### config.mk
export PLATFORM = sky130hd
export DESIGN_NAME = qscale_mul
export DESIGN_NICKNAME = d
export VERILOG_FILES = /design/src/rtl/qscale_pkg.sv /design/src/rtl/qscale_operand.sv /design/src/rtl/qscale_core.sv /design/src/rtl/qscale_ovr_reg.sv /design/src/rtl/qscale_mul.sv
export SDC_FILE = /design/constraint.sdc
export NUM_CORES = 1
export LEC_CHECK = 0
export BUFFER_PORTS_ARGS = -buffer_cell sky130_fd_sc_hd__clkbuf_2
export CAP_MARGIN = 20
export CORE_MARGIN = 2
export CORE_UTILIZATION = 35
export DETAILED_ROUTE_END_ITERATION = 7
export HOLD_SLACK_MARGIN = 0.15
export PLACE_DENSITY = 0.58
export SYNTH_ARGS = -nofsm -noshare
export SYNTH_HDL_FRONTEND = slang
export SYNTH_SLANG_ARGS = --single-unit
### constraint.sdc
create_clock -name clk -period 1 [get_ports clk]
set_input_delay 0.05 -clock clk [delete_from_list [all_inputs] [get_ports clk]]
set_output_delay 0.05 -clock clk [all_outputs]
set_load 0.01 [all_outputs]
### src/rtl/qscale_pkg.sv
package qscale_pkg;
  typedef enum logic {
    QS_UNSIGNED = 1'b0,
    QS_SIGNED   = 1'b1
  } qs_mode_e;

  localparam int QS_OP_W_DEF   = 32;
  localparam int QS_HALF_W_DEF = 16;
  localparam int QS_USHIFT_DEF = 16;
  localparam int QS_SSHIFT_DEF = 14;
endpackage

### src/rtl/qscale_operand.sv
module qscale_operand #(
  parameter int OP_W   = 32,
  parameter int HALF_W = 16,
  parameter int EXT_W  = 32
) (
  input  logic [OP_W-1:0]  op_i,
  input  qscale_pkg::qs_mode_e mode_i,
  output logic [EXT_W-1:0] ext_o
);
  localparam int PAD_W = EXT_W - HALF_W;

  function automatic logic [EXT_W-1:0] widen(input logic [HALF_W-1:0] h,
                                             input logic sgn);
    logic fill;
    fill = sgn & h[HALF_W-1];
    return {{PAD_W{fill}}, h};
  endfunction

  assign ext_o = widen(op_i[HALF_W-1:0], mode_i == qscale_pkg::QS_SIGNED);
endmodule

### src/rtl/qscale_core.sv
module qscale_core #(
  parameter int OP_W   = 32,
  parameter int HALF_W = 16,
  parameter int USHIFT = 16,
  parameter int SSHIFT = 14
) (
  input  logic [2*HALF_W-1:0] ext_a_i,
  input  logic [2*HALF_W-1:0] ext_b_i,
  input  qscale_pkg::qs_mode_e mode_i,
  output logic [2*HALF_W-1:0] prod_o,
  output logic [OP_W-1:0]     result_o
);
  localparam int PROD_W = 2 * HALF_W;
  localparam int WIDE_W = OP_W + PROD_W;

  function automatic logic [PROD_W-1:0] mul_low(input logic [PROD_W-1:0] a,
                                                input logic [PROD_W-1:0] b);
    logic signed [PROD_W-1:0] p;
    p = $signed(a) * $signed(b);
    return p;
  endfunction

  function automatic logic [OP_W-1:0] scale(input logic [PROD_W-1:0] p,
                                            input logic sgn);
    logic signed [PROD_W-1:0] sh_s;
    logic [PROD_W-1:0]        sh_u;
    logic [WIDE_W-1:0]        wide;
    sh_s = $signed(p) >>> SSHIFT;
    sh_u = p >> USHIFT;
    if (sgn) wide = {{OP_W{sh_s[PROD_W-1]}}, sh_s};
    else     wide = {{OP_W{1'b0}}, sh_u};
    return wide[OP_W-1:0];
  endfunction

  assign prod_o   = mul_low(ext_a_i, ext_b_i);
  assign result_o = scale(prod_o, mode_i == qscale_pkg::QS_SIGNED);
endmodule

### src/rtl/qscale_ovr_reg.sv
module qscale_ovr_reg #(
  parameter int OP_W = 32
) (
  input  logic            clk,
  input  logic            rst_n,
  input  logic            load_i,
  input  logic            retire_i,
  input  logic [OP_W-1:0] din_i,
  output logic [OP_W-1:0] data_o,
  output logic            valid_o
);
  always_ff @(posedge clk or negedge rst_n) begin
    if (!rst_n) begin
      data_o  <= '0;
      valid_o <= 1'b0;
    end else begin
      if (load_i) begin
        data_o  <= din_i;
        valid_o <= 1'b1;
      end else if (retire_i) begin
        valid_o <= 1'b0;
      end
    end
  end
endmodule

### src/rtl/qscale_mul.sv
module qscale_mul #(
  parameter int OP_W   = 32,
  parameter int HALF_W = 16,
  parameter int USHIFT = 16,
  parameter int SSHIFT = 14
) (
  input  logic            clk,
  input  logic            rst_n,
  input  logic [OP_W-1:0] opa_i,
  input  logic [OP_W-1:0] opb_i,
  input  logic            mode_i,
  input  logic            start_i,
  input  logic            consume_i,
  output logic [OP_W-1:0] ovr_data_o,
  output logic            ovr_valid_o
);
  import qscale_pkg::*;

  localparam int PROD_W = 2 * HALF_W;
  localparam int N_OPS  = 2;

  qs_mode_e            mode;
  logic [OP_W-1:0]     op_raw [N_OPS];
  logic [PROD_W-1:0]   op_ext [N_OPS];
  logic [PROD_W-1:0]   prod;
  logic [OP_W-1:0]     result;

  // named events for the checker
  logic load_evt;
  logic retire_evt;
  logic stray_evt;

  assign mode      = qs_mode_e'(mode_i);
  assign op_raw[0] = opa_i;
  assign op_raw[1] = opb_i;

  for (genvar g = 0; g < N_OPS; g++) begin : g_opnd
    qscale_operand #(
      .OP_W  (OP_W),
      .HALF_W(HALF_W),
      .EXT_W (PROD_W)
    ) u_opnd (
      .op_i  (op_raw[g]),
      .mode_i(mode),
      .ext_o (op_ext[g])
    );
  end

  qscale_core #(
    .OP_W  (OP_W),
    .HALF_W(HALF_W),
    .USHIFT(USHIFT),
    .SSHIFT(SSHIFT)
  ) u_core (
    .ext_a_i (op_ext[0]),
    .ext_b_i (op_ext[1]),
    .mode_i  (mode),
    .prod_o  (prod),
    .result_o(result)
  );

  assign load_evt   = start_i;
  assign retire_evt = consume_i & ovr_valid_o & ~start_i;
  assign stray_evt  = consume_i & ~ovr_valid_o & ~start_i;

  qscale_ovr_reg #(
    .OP_W(OP_W)
  ) u_ovr (
    .clk     (clk),
    .rst_n   (rst_n),
    .load_i  (load_evt),
    .retire_i(retire_evt),
    .din_i   (result),
    .data_o  (ovr_data_o),
    .valid_o (ovr_valid_o)
  );
endmodule

After elaboration in Yosys (flattened, before gate mapping) --
Cells that the tools add are included.
Cells by class: $mul 1, muxes and demuxes 3, bitwise operators 5, reductions and logical operators 1
Operators with widths (number):
- $mul A17 B17 Y32 | 1
- $mux W32 | 1
- $and A1 B1 Y1 | 4
- $mux W1 | 2
- $reduce_bool A2 Y1 | 1
- $not A1 Y1 | 1
Word-level totals: register bits after elaboration 33, bits of input ports 69, output and inout port bits 33, word-level logic and storage cells 12

Longest topological paths before layout --
depth after elaboration 4, depth in mapped cells 26, depth with buffers taken out 24

Hierarchy --
From an unflattened synthesis, not the netlist that was laid out.
Second synthesis, totals: cell total of the unflattened synthesis 1984, area, all modules 18445.2 sq um
Modules (own cells, without submodules):
- qscale_core | instances 1, cells each 1848, area each 16580.9 sq um, seq. area each 0.0 sq um
- qscale_ovr_reg | instances 1, cells each 71, area each 1377.6 sq um, seq. area each 825.8 sq um
- qscale_operand | instances 2, cells each 32, area each 239.0 sq um, seq. area each 0.0 sq um
- qscale_mul | instances 1, cells each 1, area each 8.8 sq um, seq. area each 0.0 sq um

Worst setup path after synthesis --
OpenSTA, ideal clock, no wires.
path kind input-to-reg, from input port mode_i, to register u_ovr.data_o[14], setup time 137 ps, data arrival time 6033 ps, data required time 863 ps, setup slack -5169 ps, stages on the path 24, path buffers 2, cell sequence clkbuf_1 -> and2_1 -> clkbuf_1 -> nand2_1 -> inv_1 -> fa_1 -> inv_1 -> fa_1 -> inv_1 -> fa_1 -> fa_1 -> fa_1 -> inv_1 -> fa_1 -> inv_1 -> ha_1 -> a21o_1 -> a21o_1 -> a2111o_1 -> a2111o_1 -> o211ai_2 -> mux2i_1 -> a2111oi_2 -> a21oi_1
Between the ends: word-level cells in the longest chain between the ends 3, elaborated cells between the ends (all ways) 4, classes of those cells mul (1); mux (1); bitwise (2)
RTL lines:
- start: declaration | RTL line qscale_mul.sv:11 | input logic mode_i,
- $and A1 B1 Y1 | RTL line qscale_operand.sv:15 | fill = sgn & h[HALF_W-1];
- $mul A17 B17 Y32 | RTL line qscale_core.sv:19 | p = $signed(a) * $signed(b);
- $mux W32 * | RTL line qscale_core.sv:30 | if (sgn) wide = {{OP_W{sh_s[PROD_W-1]}}, sh_s};
- end signal: assignment | RTL line qscale_ovr_reg.sv:18 | data_o <= din_i;
- end: declaration | RTL line qscale_ovr_reg.sv:9 | output logic [OP_W-1:0] data_o,
Mark *: on every way between the ends. The rest lies on a longest branch, timed or not. A chain may end at the register's enable or synchronous reset.

Final worst setup path --
Same ends and word-level chain as after synthesis.

==> results.md <==
* Area grow syn2layout at 28.92%
* Port buffer count at 69
* Slowest stage cell, crit path: fa_1
* Setup_tns at -78.03 ns
* CTS sink cnt at 19
* Post-route ant nets at 0
* Vias per cell at 4.676
* Synth unique cells at 48
* Starting Density at 35.48%
* Slew @ Worst Pin at 0.5018 ns
* Overflow after GRT at 0
* Levels on crit path at 22
* CTS root buf: clkbuf_16
* Failing checks: setup timing
* Vias in the first global route at 9,835
* Die W at 182.9 um
* Die area at 33,430 um^2
* Die height at 182.9 um
* Syn. warnings at 0
* Final WS setup at -4.539 ns
* Critical Path Fanout Max at 5
* Period utilisation layout at 553.9%
* Layout cells sized above 1 at 28.82%
* Synth Net Count at 1,650
* # IOs at 102
* Hold Vio Cnt, Final at 0
* Post-synth top area cell: fa_1
* Final Routed Wirelength at 27,740 um
* Worst-path clk slew at 0.05 ns
* Post-DP HPWL at 24,350 um
* R2r startpoint: u_ovr.data_o[13]
* Minimum clock period at 5.539 ns
* Worst Path Buf+Inv at 6
* Worst Setup SP: mode_i
* Setup violators final at 18
* Fillcell total at 3,071
* DP Area at 13,310 um^2
* Final Wtd Congestion at 0.8593
* Max_slew headroom at 66.54%
* MaxCap Viol Count at 0
* CP dominant cell by count: fa_1
* Htree depth at 1
* Mapped Avg Cell Area at 9.162 um^2
* RSZ-0062 raised after global routing: true
* FF-to-FF path depth at 1
* Max-slew violation count at 0
* Type of the worst min-delay path: input pin to flip-flop
* Clock Latency Late Sink at 0.25 ns
* Largest delay share family, worst path: adder cells
* Post-synth EDFFs at 0
* Largest net degree at the start of global routing at 22
* Initial antenna violation count at 0
* Register-to-register path setup slack at 0.13 ns
* Synth top area share at 50.25%
* Placeable core area at 31,560 um^2
* CP max stage delay at 0.58 ns
* DRT iter0 DRCs at 237
* Ant diodes at 0
* Vias post-DR at 8,580
* Primary FF master, synth: dfrtp_1
* Data arrival, critical path at 5.66 ns
* R2r endpoint: u_ovr.data_o[13]
* Seq/Total Area, Yosys at 4.247%
* TritonCTS clock tree: built
* CP Class: input pin to flip-flop
* Clk_skew at 0 ns
* DRC at 0
* Post-synth ARST share at 100.0%
* WL/cell at 15.12 um
* Nets@finish at 1,862
* Status: complete, but fails checks
* 1st-pass router iterations at 4
* First-pass GRT wire length at 48,020 um
* Post-route cell area at 14,430 um^2
* Num rows at 65
* CTS max path bufs at 2
* Crit-path cells: clkbuf_16 > buf_6 > and3_4 > fa_1 > inv_2 > fa_1 > inv_1 > fa_1 > fa_1 > fa_1 > inv_2 > fa_1 > inv_2 > ha_4 > a21o_1 > a21o_1 > a2111o_1 > a2111o_1 > o211ai_4 > mux2i_1 > a2111oi_2 > a21oi_1
* Fmax at 180.5 MHz
* FF+latch count, synth at 19
* CP endpoint kind: flip-flop
* Total Routing Usage GR at 17.88%
* Crit path to: u_ovr.data_o[14]
* Crit path launch type: input pin
* Ranking of synthesized cells by area: fa_1 (50%), inv_1 (11%), ha_1 (8.7%), and2_1 (6.7%), nand2_1 (5.1%)
* Mapped Cells at 1,222
* Total CTS buffers at 3
* Cell area after synthesis at 11,200 um^2
* Crit path required time at 1.12 ns
worst min-delay path by stage:
| stage | start | endpoint | depth (start not counted) |
|---|---|---|---|
| global route | start_i | u_ovr.data_o[30] | 3 |
| finish | start_i | u_ovr.data_o[30] | 3 |
| CTS | start_i | u_ovr.data_o[30] | 3 |
| global placement | rst_n | u_ovr.data_o[7] | 1 |
| detailed placement | rst_n | u_ovr.data_o[7] | 1 |
| floorplan | rst_n | u_ovr.data_o[0] | 0 |
layer usage:
metal | vias to the layer above | global-route usage, % | share of wire, %
met5 | - | 0 | 0
li1 | 3978 | - | -
met1 | 4416 | 23.21 | 44
met4 | 0 | 3.328 | 2.0
met3 | 29 | 1.172 | 2.6
met2 | 157 | 33.14 | 52
final cells by class:
type                       instances  area, um^2  area share (%)
inverter                         316        1186           8.218
multi-input combinational        826        9916           68.70
tap                              402       503.0           3.485
sequential                        19       476.7           3.303
clock buffer                       3       75.07          0.5201
clock inverter                     1       5.005         0.03467
timing repair buffer             268        2272           15.74
what timing repair did:
| action | CTS | global route |
|---|---|---|
| endpoints found under the setup margin | 33 | 33 |
| pin swaps | 71 | 44 |
| hold buffers | 2 | 0 |
| gates resized for setup | 129 | 84 |
| cloned | 0 | 0 |
| endpoints found under the hold margin | 20 | 0 |
| buffers inserted | 13 | 21 |
kinds of logic after synthesis:
kind of cell | synth area share, %
AOI/OAI and AO/OA | 4.917
xor gates and xnor gates | 2.269
adders and majority gates | 58.96
buffers and inverters | 13.11
DFF | 4.247
muxes | 0.8382
and+or+nand+nor | 15.66
Yosys cell counts (4+ instances only):
master and instances:
a21o_1 14, a21oi_1 12, a31oi_1 7, and2_1 120, and3_1 13, and4_1 4, buf_4 14, clkbuf_1 46
dfrtp_1 19, fa_1 281, ha_1 78, inv_1 316, mux2i_1 6, nand2_1 153, nand3_1 11, nor2_1 28
o21a_1 7, o21ai_0 12, or2_2 6, or3_1 6, xnor2_1 22, xor2_1 7
layout by cell type (no fill, tap or decap), types with 13 or more instances in the layout:
cell type / n
inv_2: 23
fa_1: 266
ha_1: 61
nor2_1: 21
inv_1: 293
fa_2: 15
and2_1: 110
xnor2_1: 17
a21o_1: 13
buf_6: 32
buf_4: 159
dfrtp_1: 18
clkbuf_2: 47
nand2_1: 137
ha_4: 13
sequential cells by signal (all words and copies together), names as in the netlist:
register and flops:
u_ovr.data_o 18, u_ovr.valid_o 1
tightest hold or removal path, delay by kind of cell:
| kind | cells | cell delay [ns] |
|---|---|---|
| AOI/OAI and AO/OA | 1 | 0.14 |
| buffers and inverters | 2 | 0.18 |
stage by stage:
step                      setup slack, ns  instances  hold slack, ns  util (%)
after floorplan                    -4.657       1222         -0.2456         -
after global placement             -4.978       1805         0.03570     42.17
after detailed placement           -5.073       1805         0.03737     42.17
after CTS                          -4.554       1820          0.1599     44.43
after global routing               -4.766       1835          0.1838     45.74
final                              -4.539       1835          0.1505     45.74
Power is not shown: default switching activity piles up to over one toggle a cycle in this logic, so the estimate is an artifact.
